$ cat src/rtl/upd_timer_pkg.sv
package upd_timer_pkg;

  // register offsets
  localparam logic [7:0] OFS_CTRL   = 8'h00;
  localparam logic [7:0] OFS_IEN    = 8'h0C;
  localparam logic [7:0] OFS_SR     = 8'h10;
  localparam logic [7:0] OFS_EGR    = 8'h14;
  localparam logic [7:0] OFS_CNT    = 8'h24;
  localparam logic [7:0] OFS_DIV    = 8'h28;
  localparam logic [7:0] OFS_RELOAD = 8'h2C;

  // control bit positions
  localparam int unsigned CB_RUN  = 0;
  localparam int unsigned CB_UDIS = 1;
  localparam int unsigned CB_URS  = 2;

  typedef struct packed {
    logic urs;
    logic udis;
    logic run;
  } ctrl_t;

endpackage

$ cat src/rtl/upd_timer_regs.sv
module upd_timer_regs
  import upd_timer_pkg::*;
#(
  parameter int unsigned ADDR_W = 8,
  parameter int unsigned DATA_W = 32,
  parameter int unsigned CNT_W  = 16
) (
  input  logic              clk,
  input  logic              rst_n,
  input  logic              bus_sel,
  input  logic              bus_wr,
  input  logic [ADDR_W-1:0] bus_addr,
  input  logic [DATA_W-1:0] bus_wdata,
  input  logic [CNT_W-1:0]  cnt,
  input  logic              flag,
  output ctrl_t             ctrl,
  output logic              ien,
  output logic [CNT_W-1:0]  div,
  output logic [CNT_W-1:0]  reload,
  output logic              sw_update,
  output logic              cnt_wr,
  output logic [CNT_W-1:0]  cnt_wdata,
  output logic              flag_clr,
  output logic [DATA_W-1:0] bus_rdata
);

  localparam int unsigned CTRL_W = $bits(ctrl_t);

  logic              wr_acc, rd_acc;
  logic              hit_ctrl, hit_ien, hit_sr, hit_egr, hit_cnt, hit_div, hit_rel;
  logic              ctrl_en, ien_en, div_en, rel_en;
  ctrl_t             ctrl_q, ctrl_d;
  logic              ien_q, ien_d;
  logic [CNT_W-1:0]  div_q, div_d, rel_q, rel_d;
  logic [DATA_W-1:0] rdata_q, rdata_d, rview;
  logic              unused_wdata_hi;

  assign unused_wdata_hi = ^bus_wdata[DATA_W-1:CNT_W];

  // address decode
  always_comb begin
    wr_acc   = bus_sel & bus_wr;
    rd_acc   = bus_sel & ~bus_wr;
    hit_ctrl = (bus_addr == ADDR_W'(OFS_CTRL));
    hit_ien  = (bus_addr == ADDR_W'(OFS_IEN));
    hit_sr   = (bus_addr == ADDR_W'(OFS_SR));
    hit_egr  = (bus_addr == ADDR_W'(OFS_EGR));
    hit_cnt  = (bus_addr == ADDR_W'(OFS_CNT));
    hit_div  = (bus_addr == ADDR_W'(OFS_DIV));
    hit_rel  = (bus_addr == ADDR_W'(OFS_RELOAD));
  end

  // write strobes and next values
  always_comb begin
    ctrl_en   = wr_acc & hit_ctrl;
    ien_en    = wr_acc & hit_ien;
    div_en    = wr_acc & hit_div;
    rel_en    = wr_acc & hit_rel;
    ctrl_d    = ctrl_t'(bus_wdata[CTRL_W-1:0]);
    ien_d     = bus_wdata[0];
    div_d     = bus_wdata[CNT_W-1:0];
    rel_d     = bus_wdata[CNT_W-1:0];
    sw_update = wr_acc & hit_egr & bus_wdata[0];
    cnt_wr    = wr_acc & hit_cnt;
    cnt_wdata = bus_wdata[CNT_W-1:0];
    flag_clr  = wr_acc & hit_sr & ~bus_wdata[0];
  end

  // read view
  always_comb begin
    rview = '0;
    unique case (1'b1)
      hit_ctrl: rview[CTRL_W-1:0] = ctrl_q;
      hit_ien:  rview[0]          = ien_q;
      hit_sr:   rview[0]          = flag;
      hit_cnt: begin
        rview[CNT_W-1:0]  = cnt;
        rview[DATA_W-1]   = flag;
      end
      hit_div:  rview[CNT_W-1:0]  = div_q;
      hit_rel:  rview[CNT_W-1:0]  = rel_q;
      default:  rview             = '0;
    endcase
    rdata_d = rview;
  end

  always_ff @(posedge clk or negedge rst_n) begin
    if (!rst_n) begin
      ctrl_q  <= '0;
      ien_q   <= 1'b0;
      div_q   <= '0;
      rel_q   <= '0;
      rdata_q <= '0;
    end else begin
      if (ctrl_en) ctrl_q  <= ctrl_d;
      if (ien_en)  ien_q   <= ien_d;
      if (div_en)  div_q   <= div_d;
      if (rel_en)  rel_q   <= rel_d;
      if (rd_acc)  rdata_q <= rdata_d;
    end
  end

  assign ctrl      = ctrl_q;
  assign ien       = ien_q;
  assign div       = div_q;
  assign reload    = rel_q;
  assign bus_rdata = rdata_q;

endmodule

$ cat src/rtl/upd_timer_prescaler.sv
module upd_timer_prescaler #(
  parameter int unsigned CNT_W = 16
) (
  input  logic             clk,
  input  logic             rst_n,
  input  logic             run,
  input  logic             clr,
  input  logic [CNT_W-1:0] div,
  output logic             tick,
  output logic [CNT_W-1:0] psc
);

  logic [CNT_W-1:0] psc_q, psc_d;
  logic             psc_en;
  logic             at_ratio;

  always_comb begin
    at_ratio = (psc_q == div);
    tick     = run & at_ratio;
    psc_en   = clr | run;
    if (clr)
      psc_d = '0;
    else if (at_ratio)
      psc_d = '0;
    else
      psc_d = psc_q + CNT_W'(1);
  end

  always_ff @(posedge clk or negedge rst_n) begin
    if (!rst_n)
      psc_q <= '0;
    else if (psc_en)
      psc_q <= psc_d;
  end

  assign psc = psc_q;

endmodule

$ cat src/rtl/upd_timer_counter.sv
module upd_timer_counter #(
  parameter int unsigned CNT_W = 16
) (
  input  logic             clk,
  input  logic             rst_n,
  input  logic             tick,
  input  logic             sw_update,
  input  logic             wr_en,
  input  logic [CNT_W-1:0] wr_val,
  input  logic [CNT_W-1:0] reload,
  output logic [CNT_W-1:0] cnt,
  output logic             ovf
);

  logic [CNT_W-1:0] cnt_q, cnt_d;
  logic             cnt_en;
  logic             at_top;

  always_comb begin
    at_top = (cnt_q == reload);
    ovf    = tick & ~sw_update & ~wr_en & at_top;
    cnt_en = 1'b0;
    cnt_d  = cnt_q;
    if (sw_update) begin
      cnt_en = 1'b1;
      cnt_d  = '0;
    end else if (wr_en) begin
      cnt_en = 1'b1;
      cnt_d  = wr_val;
    end else if (tick) begin
      cnt_en = 1'b1;
      cnt_d  = at_top ? '0 : cnt_q + CNT_W'(1);
    end
  end

  always_ff @(posedge clk or negedge rst_n) begin
    if (!rst_n)
      cnt_q <= '0;
    else if (cnt_en)
      cnt_q <= cnt_d;
  end

  assign cnt = cnt_q;

endmodule

$ cat src/rtl/upd_timer_flag.sv
module upd_timer_flag (
  input  logic clk,
  input  logic rst_n,
  input  logic ovf,
  input  logic sw_update,
  input  logic udis,
  input  logic urs,
  input  logic clr,
  input  logic ien,
  output logic flag,
  output logic irq
);

  logic flag_q, flag_d;
  logic set_hw, set_sw, flag_en;

  always_comb begin
    set_hw  = ovf & ~udis;
    set_sw  = sw_update & ~udis & ~urs;
    flag_en = set_hw | set_sw | clr;
    flag_d  = set_hw | set_sw;
  end

  always_ff @(posedge clk or negedge rst_n) begin
    if (!rst_n)
      flag_q <= 1'b0;
    else if (flag_en)
      flag_q <= flag_d;
  end

  assign flag = flag_q;
  assign irq  = flag_q & ien;

endmodule

$ cat src/rtl/basic_update_timer.sv
module basic_update_timer
  import upd_timer_pkg::*;
#(
  parameter int unsigned ADDR_W = 8,
  parameter int unsigned DATA_W = 32,
  parameter int unsigned CNT_W  = 16
) (
  input  logic              clk,
  input  logic              rst_n,
  input  logic              bus_sel,
  input  logic              bus_wr,
  input  logic [ADDR_W-1:0] bus_addr,
  input  logic [DATA_W-1:0] bus_wdata,
  output logic [DATA_W-1:0] bus_rdata,
  output logic              irq
);

  localparam int unsigned SYNC_STAGES = 2;

  logic [SYNC_STAGES-1:0] rst_pipe;
  logic                   rst_core_n;
  ctrl_t                  ctrl_val;
  logic                   cfg_run, cfg_udis, cfg_urs;
  logic                   ien_val;
  logic [CNT_W-1:0]       div_val, reload_val, cnt_val, psc_val, cnt_wdata;
  logic                   sw_update, cnt_wr, flag_clr;
  logic                   tick, ovf, flag_val;

  // asynchronous assert, synchronous release
  always_ff @(posedge clk or negedge rst_n) begin
    if (!rst_n)
      rst_pipe <= '0;
    else
      rst_pipe <= {rst_pipe[SYNC_STAGES-2:0], 1'b1};
  end
  assign rst_core_n = rst_pipe[SYNC_STAGES-1];

  assign cfg_run  = ctrl_val.run;
  assign cfg_udis = ctrl_val.udis;
  assign cfg_urs  = ctrl_val.urs;

  upd_timer_regs #(.ADDR_W(ADDR_W), .DATA_W(DATA_W), .CNT_W(CNT_W)) u_regs (
    .clk       (clk),
    .rst_n     (rst_core_n),
    .bus_sel   (bus_sel),
    .bus_wr    (bus_wr),
    .bus_addr  (bus_addr),
    .bus_wdata (bus_wdata),
    .cnt       (cnt_val),
    .flag      (flag_val),
    .ctrl      (ctrl_val),
    .ien       (ien_val),
    .div       (div_val),
    .reload    (reload_val),
    .sw_update (sw_update),
    .cnt_wr    (cnt_wr),
    .cnt_wdata (cnt_wdata),
    .flag_clr  (flag_clr),
    .bus_rdata (bus_rdata)
  );

  upd_timer_prescaler #(.CNT_W(CNT_W)) u_psc (
    .clk   (clk),
    .rst_n (rst_core_n),
    .run   (cfg_run),
    .clr   (sw_update),
    .div   (div_val),
    .tick  (tick),
    .psc   (psc_val)
  );

  upd_timer_counter #(.CNT_W(CNT_W)) u_cnt (
    .clk       (clk),
    .rst_n     (rst_core_n),
    .tick      (tick),
    .sw_update (sw_update),
    .wr_en     (cnt_wr),
    .wr_val    (cnt_wdata),
    .reload    (reload_val),
    .cnt       (cnt_val),
    .ovf       (ovf)
  );

  upd_timer_flag u_flag (
    .clk       (clk),
    .rst_n     (rst_core_n),
    .ovf       (ovf),
    .sw_update (sw_update),
    .udis      (cfg_udis),
    .urs       (cfg_urs),
    .clr       (flag_clr),
    .ien       (ien_val),
    .flag      (flag_val),
    .irq       (irq)
  );

endmodule

$ cat config.mk
export PLATFORM = sky130hd
export DESIGN_NAME = basic_update_timer
export DESIGN_NICKNAME = d
export VERILOG_FILES = /design/src/rtl/upd_timer_pkg.sv /design/src/rtl/upd_timer_regs.sv /design/src/rtl/upd_timer_prescaler.sv /design/src/rtl/upd_timer_counter.sv /design/src/rtl/upd_timer_flag.sv /design/src/rtl/basic_update_timer.sv
export SDC_FILE = /design/constraint.sdc
export NUM_CORES = 1
export LEC_CHECK = 0
export BUFFER_PORTS_ARGS = -buffer_cell sky130_fd_sc_hd__buf_4
export CAP_MARGIN = 20
export CORE_MARGIN = 2
export CORE_UTILIZATION = 40
export CTS_CLUSTER_DIAMETER = 40
export DETAILED_ROUTE_END_ITERATION = 10
export GPL_ROUTABILITY_DRIVEN = 1
export PLACE_DENSITY = 0.65
export SYNTH_ARGS = -nofsm -noshare
export SYNTH_HDL_FRONTEND = slang
export SYNTH_HIERARCHICAL = 1
export SYNTH_SLANG_ARGS = --single-unit
$ cat constraint.sdc
create_clock -name clk -period 2.62 [get_ports clk]
set_input_delay 0 -clock clk [delete_from_list [all_inputs] [get_ports clk]]
set_output_delay 0 -clock clk [all_outputs]
set_load 0.01 [all_outputs]
==> Word level (Yosys, flattened, before mapping) <==
Cells that the tools add are included.
{ "op_classes": {"n_addsub": 2, "n_eq_ne": 8, "n_mux": 13, "bitwise_logic": 28, "n_reduce_logical": 3} }
{ "ops": {"columns": ["cell", "n"], "rows": [
  ["two-way mux 16 bit", 6],
  ["one-hot mux 13 bit (3 select lines)", 1],
  ["adder 16 x 1 -> 16 bit, second input constant", 2],
  ["equality test 16 bit", 2],
  ["equality test 8 x 6 -> 1 bit, second input constant", 3],
  ["bitwise AND 1 bit", 19],
  ["equality test 8 x 5 -> 1 bit, second input constant", 2],
  ["equality test 8 x 4 -> 1 bit, second input constant", 1],
  ["zero test 8 bit", 1],
  ["one-hot mux 2 bit (4 select lines)", 1],
  ["NOT 1 bit", 6],
  ["one-hot mux 1 bit (6 select lines)", 1],
  ["two-way mux 1 bit", 4],
  ["OR 1 bit", 3],
  ["nonzero test 3 bit", 1],
  ["AND reduction 2 bit", 1]
]} }
{ "totals": {"reg_bits": 88, "out_inout_bits": 33, "wordCells": 65} }

==> Logic depth before layout (Yosys ltp) <==
Gate-level depths: netlist (run 1).
{ "logic_depth": {"word_depth": 10, "depth_mapped": 11, "depth_no_buf": 9} }

==> Hierarchy <==
The synthesis (run 1) kept the hierarchy.
{ "modules_own_cells": {"columns": ["mod", "instances", "cells_each", "area_each_um2", "seq_area_each_um2"], "rows": [
  ["upd_timer_regs", 1, 223, 2662.6, 1326.3],
  ["upd_timer_counter", 1, 159, 1395.1, 400.4],
  ["upd_timer_prescaler", 1, 104, 1049.8, 400.4],
  ["upd_timer_flag", 1, 6, 56.3, 25.0],
  ["basic_update_timer", 1, 3, 53.8, 50.0]
]} }

==> Worst setup path before layout (run 1) <==
No wires, ideal clock.
{ "synth_timing": {"path_type": "reg2reg", "startpoint": "register u_psc.psc_q[7] (netlist: u_psc/psc[7])", "endpoint": "register u_cnt.cnt_q[5] (netlist: u_cnt/cnt[5])", "setup_ns": 0.066, "arrival_time_ns": 2.141, "setup_slack_ns": 0.412, "stages_incl_launch_ff": 10, "path_cell_list": "dfrtp_1 -> xor2_1 -> nor4_2 -> nand4_2 -> nor2_1 -> buf_6 -> inv_1 -> or4_1 -> a21o_1 -> nand2_1"} }
{ "synth_between": {"elab_chain_cells": 6, "word_cells_on_any_way": 7} }
{ "synth_lines": {"columns": ["element", "line", "source"], "rows": [
  ["start, declared", "upd_timer_prescaler.sv:13", "logic [CNT_W-1:0] psc_q, psc_d;"],
  ["start signal, assigned", "upd_timer_prescaler.sv:33", "psc_q <= psc_d;"],
  ["equality test 16 bit *", "upd_timer_prescaler.sv:18", "at_ratio = (psc_q == div);"],
  ["bitwise AND 1 bit *", "upd_timer_prescaler.sv:19", "tick = run & at_ratio;"],
  ["via tick", "basic_update_timer.sv:27", "logic tick, ovf, flag_val;"],
  ["two-way mux 1 bit", "upd_timer_counter.sv:30", "end else if (tick) begin"],
  ["two-way mux 1 bit", "upd_timer_counter.sv:27", "end else if (wr_en) begin"],
  ["two-way mux 1 bit", "upd_timer_counter.sv:24", "if (sw_update) begin"],
  ["AND reduction 2 bit (no line) *", null, null],
  ["end signal, assigned", "upd_timer_counter.sv:40", "cnt_q <= cnt_d;"],
  ["end, declared", "upd_timer_counter.sv:15", "logic [CNT_W-1:0] cnt_q, cnt_d;"]
]} }
Mark *: on every way through the listed nets, which the timed path passes. The rest lies on a longest branch.
A chain may end at the register's enable or synchronous reset.

==> Final worst setup path (run 1) <==
{ "layout_timing": {"startpoint": "input port bus_addr[6]", "endpoint": "register u_cnt.cnt_q[12] (netlist: u_cnt/cnt[12])"} }
{ "layout_between": {"elab_chain_cells": 5, "word_cells_on_any_way": 11} }
{ "layout_lines": {"columns": ["element", "line", "source"], "rows": [
  ["start, declared", "basic_update_timer.sv:12", "input logic [ADDR_W-1:0] bus_addr,"],
  ["equality test 8 x 6 -> 1 bit *", "upd_timer_regs.sv:48", "hit_cnt = (bus_addr == ADDR_W'(OFS_CNT));"],
  ["bitwise AND 1 bit *", "upd_timer_regs.sv:64", "cnt_wr = wr_acc & hit_cnt;"],
  ["via cnt_wr", "basic_update_timer.sv:26", "logic sw_update, cnt_wr, flag_clr;"],
  ["two-way mux 1 bit", "upd_timer_counter.sv:27", null],
  ["two-way mux 1 bit", "upd_timer_counter.sv:24", null],
  ["AND reduction 2 bit (no line)", null, null]
]} }
Marked as above.

==> flow_results.org, run 1 <==
** Finish
- The area growth from synthesis to layout is 17.0%.
- Once layout is complete, the utilization of the core stands at roughly 48%.
- At the end of the flow, the number of nets in the layout was 590.
- The finished layout holds roughly 720 standard cells, fillers aside.
- 0 antenna diodes ended up in the layout.
- Ratio of cells with drive above 1 in the final layout :: 26.8%
- After routing the design area is 6100 µm².

** Worst setup path
- At the worst endpoint, the required time is about 2900 ps.
- Category of the worst setup path capture point :: flop
- Critical Path Source Type :: input port
- Crit path buf inv count :: 2
- Data on the critical path arrives at its endpoint at ~2800 ps.
- In this run the worst path has a maximum fanout of 15.
- Cell type group with the largest total delay on the critical path :: simple AND/OR/NAND/NOR gates
- The worst setup path is of the in2reg kind.
- In this design, the stage delay of the slowest critical-path cell is between 800 and 900 ps.
- Walking the worst path, the cells encountered are dlygate4sd3_1 -> buf_4 -> nand4bb_1 -> nor3b_2 -> and2_1 -> nor2_1 -> nand2_1 -> or3b_1 -> o211ai_1.
- Slowest stage cell, crit path :: nor2_1

** Floorplan
- Die Ht :: 118 µm
- Cell Rows :: 41
- The floorplan step set the die width to ~120 µm.
- The core region is 12700 µm².
- Total I/O pin count :: slightly below 80
- Once the floorplan was initialized, standard cells occupied between 40% and 50% of the core.
- Die ar. :: around 14000 µm²

** STA
- Period minus WS final :: between 2000 and 2500 ps
- The number of failing hold endpoints at the final stage was 0.
- Worst max-slew margin expressed relative to the limit :: 29.5%
- Sum of negative setup slack :: 0 ps
- Max-slew violation count :: 0
- Static timing analysis puts the maximum clock frequency at 402 MHz.
- Worst-margin pin slew :: about 1100 ps
- Final critical-path share of the clock period :: 94.8%
- Max Clock Skew :: about 8.2 ps
- Setup repair after global routing missed its margin :: false
- Setup violations remaining at the end of the flow were counted as 0.

** GRT
- Global routing consumed, over all layers together, roughly a fifth of the routing resources.
- Antenna violations before repair :: 0
- Entering global routing, the biggest net connects 46 pins.
- First-pass GRT wire length :: roughly 21000 µm
- The total overflow left after global routing is 0.
- Via count of the first global-routing pass :: around 4000

** Synthesis
- Number of storage elements in the synthesis netlist :: 88
- Number of flops mapped to enable cells by yosys :: 0
- Cells after synthesis :: between 400 and 500
- Portion of the post-synthesis area used by sequential elements :: between 40% and 50%
- Among all flip-flop cells after synthesis, the most frequent one is dfrtp_1.
- In the synthesized netlist the async set-or-reset flop fraction comes to 100%.
- Post-Synthesis Mean Instance Area :: around 11 µm²
- The mapped netlist covers 5220 µm².
- Yosys warning count :: 6
- Count of different cell masters after synthesis :: 70

** Detailed routing
- Via-per-instance ratio :: roughly 5.6
- The detail route stage leaves a number of antenna-violating nets equal to 0.
- For this run, design rule violations remaining after detail routing come to 0.
- Total iterations of the first detailed-routing run :: 6
- The first routing iteration left 426 violations.
- In the final routed layout, each cell accounts on average for 18.1 µm.
- Final wirelength :: ~13000 µm
- The routed layout has between 4000 and 5000 vias.

** Pwr
- Power density normalized to cell area :: about 550 nW/µm²
- Leakage power figure :: between 2 and 3 nW
- Worst voltage drop across the vdd grid :: 351 µV

** Clock network
- The clock passes through at most 2 buffers.
- Clock slew at the register clock pins of the worst setup and hold paths :: approximately 70 ps
- Number of sinks handled by clock tree synthesis :: 88
- CTS built an H-tree with a depth of 3.
- Root buffer selected by CTS :: clkbuf_16
- The later pin in the worst-skew pair is clocked with a latency of between 300 and 400 ps.
- In this run, post-CTS repair resized a total of 0 instances.
- Total CTS buffers :: 9
- Count of buffers added by post-CTS timing repair for setup :: 0
- CTS tree :: built

** Placed design
- IO buf count :: 45
- Counting tap cells, the placed design contains a total of around 680 instances.
- Area post-placement :: 5550 µm²
- Detailed placement ended at an HPWL of roughly 9300 µm.
- Routability congestion estimate :: roughly 0.9

** Outcome
- The run finished with clean final reports.

** Worst hold path
- Path category of the worst min-delay check :: in2reg

** Job
- Maximum capacitance violations :: 0
## final cells by class
type                    instances  area (µm²)
clock buffers                  10         229
clock inverters                 6         115
fillers                      1166        6570
inverters                       9        33.8
multi-input cells             358        2640
flip-flops and latches         88        2210
well taps                     172         215
repair buffers                 78         663
## cell families after synthesis
group,Yosys count,synth area share (%)
xor gates and xnor gates,45,7.84
muxes,44,9.35
other,2,0.144
AOI/OAI and AO/OA,84,12.0
buffers and inverters,63,8.27
and+or+nand+nor,167,19.7
adders and majority gates,2,0.480
DFF,88,42.2
## per-stage QoR
step / total power, mW / hold slack (ps) / setup slack (ps)
3_3_place_gp: 1.83 / -218 / 287
6_report: 3.34 / 27.8 / 135
2_1_floorplan: 1.75 / -296 / 412
3_5_place_dp: 1.85 / -217 / 262
5_1_grt: 3.46 / 56.8 / 42.3
4_1_cts: 3.37 / 22.0 / 217
## layout by cell type, fill, tap and decap left out, drive strengths merged, types with 7 or more instances in the layout
cell type | netlist | final
dfrtp | 88 | 88
buf | 44 | 57
nand2 | 44 | 44
xor2 | 39 | 39
mux2 | 38 | 38
nor2 | 32 | 32
dlygate4sd3 | 0 | 21
nand3 | 21 | 21
o21ai | 18 | 18
conb | 2 | 16
a222oi | 13 | 13
nor4 | 13 | 13
a21oi | 12 | 12
inv | 9 | 11
clkbuf | 10 | 10
nand4 | 9 | 9
nor3 | 8 | 8
a32oi | 7 | 7
## power breakdown
part	internal, mW	total, mW	switching [mW]
Combinational	0.162	0.336	0.175
Clock	0.939	1.49	0.552
Sequential	1.41	1.51	0.0965
## timing repair
action	in CTS	in global routing
endpoints found under the hold margin	51	0
setup endpoints to repair	0	0
hold buffers	21	0
## cell usage after synthesis (all sizes together) (7+ instances only)
cell type	instances	area share, %
a21oi	12	1.2
a222oi	13	2.5
a32oi	7	1.2
buf	44	6.9
clkbuf	10	0.74
dfrtp	88	42
inv	9	0.65
mux2	38	8.2
nand2	44	3.3
nand3	21	2.0
nand4	9	1.5
nor2	32	2.8
nor3	8	0.77
nor4	13	3.0
o21ai	18	1.7
xor2	39	6.8
## state kept, by name, summed over array words and instances (netlist names)
signal,cells
u_regs/bus_rdata,17
u_cnt/cnt,16
u_psc/psc,16
u_regs/div,16
u_regs/reload,16
u_regs/ctrl,3
rst_pipe,2
u_flag/flag,1
u_regs/ien,1
## metal layers
layer / global-route usage, % / share of wire [%] / up-vias
li1: - / - / 1877
met2: 31.4 / 49 / 151
met3: 2.85 / 6.2 / 20
met4: 7.83 / 2.2 / 0
met1: 25.7 / 43 / 2001
met5: 0 / 0 / -
## final timing paths
check,from,endpoint,slack (ps),cells past startpoint
hold reg to reg,rst_pipe[1]$_DFF_PN0_,u_regs/div[12]$_DFFE_PN0P_,350,0
setup reg to reg,u_psc/psc[1]$_DFFE_PN0P_,u_cnt/cnt[5]$_DFFE_PN0P_,250,8
max in group asynchronous,rst_pipe[1]$_DFF_PN0_,u_regs/div[1]$_DFFE_PN0P_,1640,1
hold / removal,bus_addr[7],u_regs/bus_rdata[31]$_DFFE_PN0P_,30,4
min in group asynchronous,rst_pipe[1]$_DFF_PN0_,u_regs/div[12]$_DFFE_PN0P_,350,0
setup / recovery,bus_addr[6],u_cnt/cnt[12]$_DFFE_PN0P_,140,9
## worst min-delay path, cell delays in order
cell and delay [ps]:
buf_4 110, nor4b_2 60, nand3_1 80, o21ai_0 70
Power figures use the tool's default switching activity.
==> run 2, diff against run 1 <==
--- a/config.mk
+++ b/config.mk
@@ -13,7 +13,7 @@
 export DETAILED_ROUTE_END_ITERATION = 10
 export GPL_ROUTABILITY_DRIVEN = 1
 export PLACE_DENSITY = 0.65
+export REMOVE_ABC_BUFFERS = 1
 export SYNTH_ARGS = -nofsm -noshare
 export SYNTH_HDL_FRONTEND = slang
-export SYNTH_HIERARCHICAL = 1
 export SYNTH_SLANG_ARGS = --single-unit
==> run 2 against run 1 <==
  * Worst hold slack improved by 10 ps
  * Via count decreased by 2.7%
  * Design area fell by 5.5%
  * Setup slack gained 230 ps
  * Sequential share of layout area increased by 2.1 points
  * Critical path type unchanged
  * Critical endpoint is now u_cnt.cnt[6]$_DFFE_PN0P_
==> flow_results.org, run 2 <==
** Worst setup path
- The worst setup path is captured at a flop.
- Highest fanout seen on the critical path :: 13
- STA puts the critical path data required time at approximately 2800 ps.
- Kind of critical path :: in2reg
- Critical Path Source Type :: input port
- Data arrives at the worst endpoint at ~2500 ps.

** Floorplan
- From left edge to right edge, the die measures 114 µm.
- Row generation in the floorplan step produced 39 rows.
- Starting density of the core :: 41.5%
- Die ar. :: ~13000 µm²
- In this run the standard cell core region covers between 10000 and 15000 µm².
- Die Ht :: 114 µm
- Total I/O pin count :: between 70 and 80

** Finish
- The library cell used most frequently in the layout, excluding fill and tap cells, is dfrtp_1.
- The register with the most flip-flops in the layout has 17 of them.
- After filler insertion, the fill cell instance count of the layout stands at between 1000 and 1500.
- In the final design database the tool counted roughly 570 nets.
- P&R area growth vs syn :: 20.2%
- For this run, the share of the core covered by cells in the final layout is between 40% and 50%.
- The post-route netlist has ~23% of its cells at a drive strength greater than 1.
- Combined area of the multi-input logic cells :: between 2000 and 2500 µm²
- The repair_antennas step left the layout with diodes totalling 0.
- Most frequent cells in the layout :: dfrtp_1, buf_4, nand2_1
- Sequential Area :: approximately 2200 µm²

** STA
- Setup repair after global routing missed its margin :: false
- Setup total negative slack on the finished layout was measured at 0 ps.
- The max-slew violation count was 0.
- Max Clock Skew :: approximately 7.3 ps
- Fmax :: about 440 MHz
- Worst-margin pin slew :: between 800 and 900 ps
- The number of failing hold endpoints at the final stage was 0.
- Of the available clock period, the critical path in the final layout requires approximately 86%.
- Period minus WS final :: ~2300 ps
- In this run the tightest slew margin relative to its limit is between 40% and 50%.
- Final setup vio count :: 0

** GRT
- Via count of the first global-routing pass :: between 3000 and 4000
- The first global-routing pass estimated around 21000 µm of wire.
- Antenna violations before repair :: 0
- Maximum number of pins on one net before global-route repair :: between 40 and 50
- Global routing used around a fifth of the available tracks.
- Global route overflow :: 0

** Synthesis
- Fraction of synthesis flops using an asynchronous set or reset pin :: 100%
- Number of storage elements in the synthesis netlist :: between 80 and 90
- dfrtp_1 takes more of the synthesized area than any other cell.
- Netlist area before placement :: around 4800 µm²
- The share of synthesized area in the top cell type comes to a little under half.
- Among all flip-flop cells after synthesis, the most frequent one is dfrtp_1.
- Post-Synthesis Mean Instance Area :: 10.4 µm²
- Portion of the post-synthesis area used by sequential elements :: roughly 46%
- Cells after synthesis :: around 460
- The synthesized design contains 0 enable-type register cells.
- Sorting the synthesized cells by how often they occur yields dfrtp_1, nand2_1, mux2_2, xnor2_1, nor2_1.
- Among all cell types in the netlist, the one instantiated most often is dfrtp_1.
- Yosys warning count :: 0
- The synthesized netlist contains between 60 and 70 unique library cells.
- Top post-synthesis cells by area :: dfrtp_1, mux2_2, xnor2_1, nand2_1, a222oi_1

** Clock network
- Number of sinks handled by clock tree synthesis :: about 90
- Count of buffers added by post-CTS timing repair for setup :: 0
- The H-tree was split into 3 levels.
- Clock slew at the register clock pins of the worst setup and hold paths :: about 60 ps
- TritonCTS built the clock tree.
- Total CTS buffers :: 9
- Number of buffers between clock root and the deepest sink :: 2
- In this run the clock root is driven by a clkbuf_16.
- Insertion delay to the later sink of the worst-skew pair :: between 300 and 400 ps

** Worst hold path
- Path category of the worst min-delay check :: in2reg

** Pwr
- The design draws just over 3 mW.
- Power spread over the standard cell area amounts to 533 nW/µm².
- Across the VDD grid, the largest voltage drop is 270 µV.
- The analysis attributes to cell leakage a power of 2.61 nW.

** Placed design
- The HPWL after detailed placement is between 9000 and 10000 µm.
- Routability-driven placement finished with a final weighted congestion of a little under 0.9.
- IO buf count :: 45

** Outcome
- Outcome :: finished clean

** Detailed routing
- Final wirelength :: roughly 13000 µm
- Total iterations of the first detailed-routing run :: 8
- In this run, the number of DRC markers left after iteration 0 of detailed routing was ~370.
- For this run, design rule violations remaining after detail routing come to 0.
- Via-per-instance ratio :: around 5.9
- Vias after detailed routing :: 3941
- In the final routed layout, each cell accounts on average for ~19 µm.
- The count of nets left with antenna violations once routing finished came out at 0.

** Job
- Across the run, the number of max-cap violations was 0.
-- run 2: cell count changes in the layout (fill, tap and decap cells not counted), moves of 5 or more --
cell / delta
and3_1: +6
a32o_1: +6
nand3_1: -9
nor4_2: -6
o21ai_0: +5
xor2_1: -27
a32oi_1: -6
nand4_1: +7
xnor2_1: +27
nor2_2: -9
nor2_1: +6
mux2i_1: -5
-- run 2: metal layers --
metal | wire, µm | vias up | track usage (%)
met2 | 6360 | 138 | 34.0
met5 | 0 | - | 0
met1 | 5560 | 1971 | 28.3
met4 | 271 | 0 | 7.97
met3 | 638 | 20 | 3.03
li1 | - | 1812 | -
-- run 2: repair_timing --
item / 4_1_cts / 5_1_grt
endpoints found under the hold margin: 44 / 0
resized for setup: 0 / 0
hold buffers: 18 / 0
-- run 2: power by group --
group / leakage, nW / total [mW] / internal, mW / switching [mW]
clock: 0.149 / 1.31 / 0.768 / 0.545
combinational: 1.29 / 0.287 / 0.144 / 0.143
sequential: 1.18 / 1.47 / 1.40 / 0.0738
-- run 2: per-stage QoR --
step	instance area, µm²	hold WS (ps)	instances	setup slack (ps)
floorplan	4630	-296	436	-12.6
global placement	5280	-218	639	468
detailed placement	5280	-216	639	429
CTS	5770	32.1	673	377
global route	5770	69.0	673	192
finish	5770	37.8	673	365
-- run 2: final cells by class --
| cell class | count | area share, % |
|---|---|---|
| repair buffers | 78 | 11.2 |
| clock buffers | 10 | 4.14 |
| clock inverters | 6 | 1.19 |
| flip-flops and latches | 88 | 38.3 |
| multi-input cells | 340 | 41.6 |
| well taps | 143 | 3.10 |
| inverters | 8 | 0.521 |
-- run 2: cells by family after synthesis --
logic type | Yosys count | synth area share (%)
and+or+nand+nor | 148 | 17.0
AOI/OAI and AO/OA | 93 | 14.5
DFF | 88 | 45.9
buffers and inverters | 48 | 5.14
xor gates and xnor gates | 43 | 7.85
muxes | 38 | 8.89
adders and majority gates | 2 | 0.522
other | 2 | 0.157
-- run 2: final timing paths --
path	from	end	slack (ps)	cells past startpoint
max in group asynchronous	rst_pipe[1]$_DFF_PN0_	u_regs.div[1]$_DFFE_PN0P_	1630	1
min	bus_addr[4]	u_flag.flag$_DFFE_PN0P_	40	4
max	bus_wdata[0]	u_cnt.cnt[6]$_DFFE_PN0P_	370	8
min in group asynchronous	rst_pipe[1]$_DFF_PN0_	u_cnt.cnt[15]$_DFFE_PN0P_	350	0
min reg2reg	rst_pipe[1]$_DFF_PN0_	u_cnt.cnt[15]$_DFFE_PN0P_	350	0
max reg2reg	u_psc.psc[10]$_DFFE_PN0P_	u_cnt.cnt[11]$_DFFE_PN0P_	400	6
-- run 2: worst max-delay path: stages --
cell and delay, ps:
dlygate4sd3_1 540, buf_4 170, and3b_1 210, and4_1 260
or2_1 300, a21oi_2 480, nor2_1 230, a32o_1 280
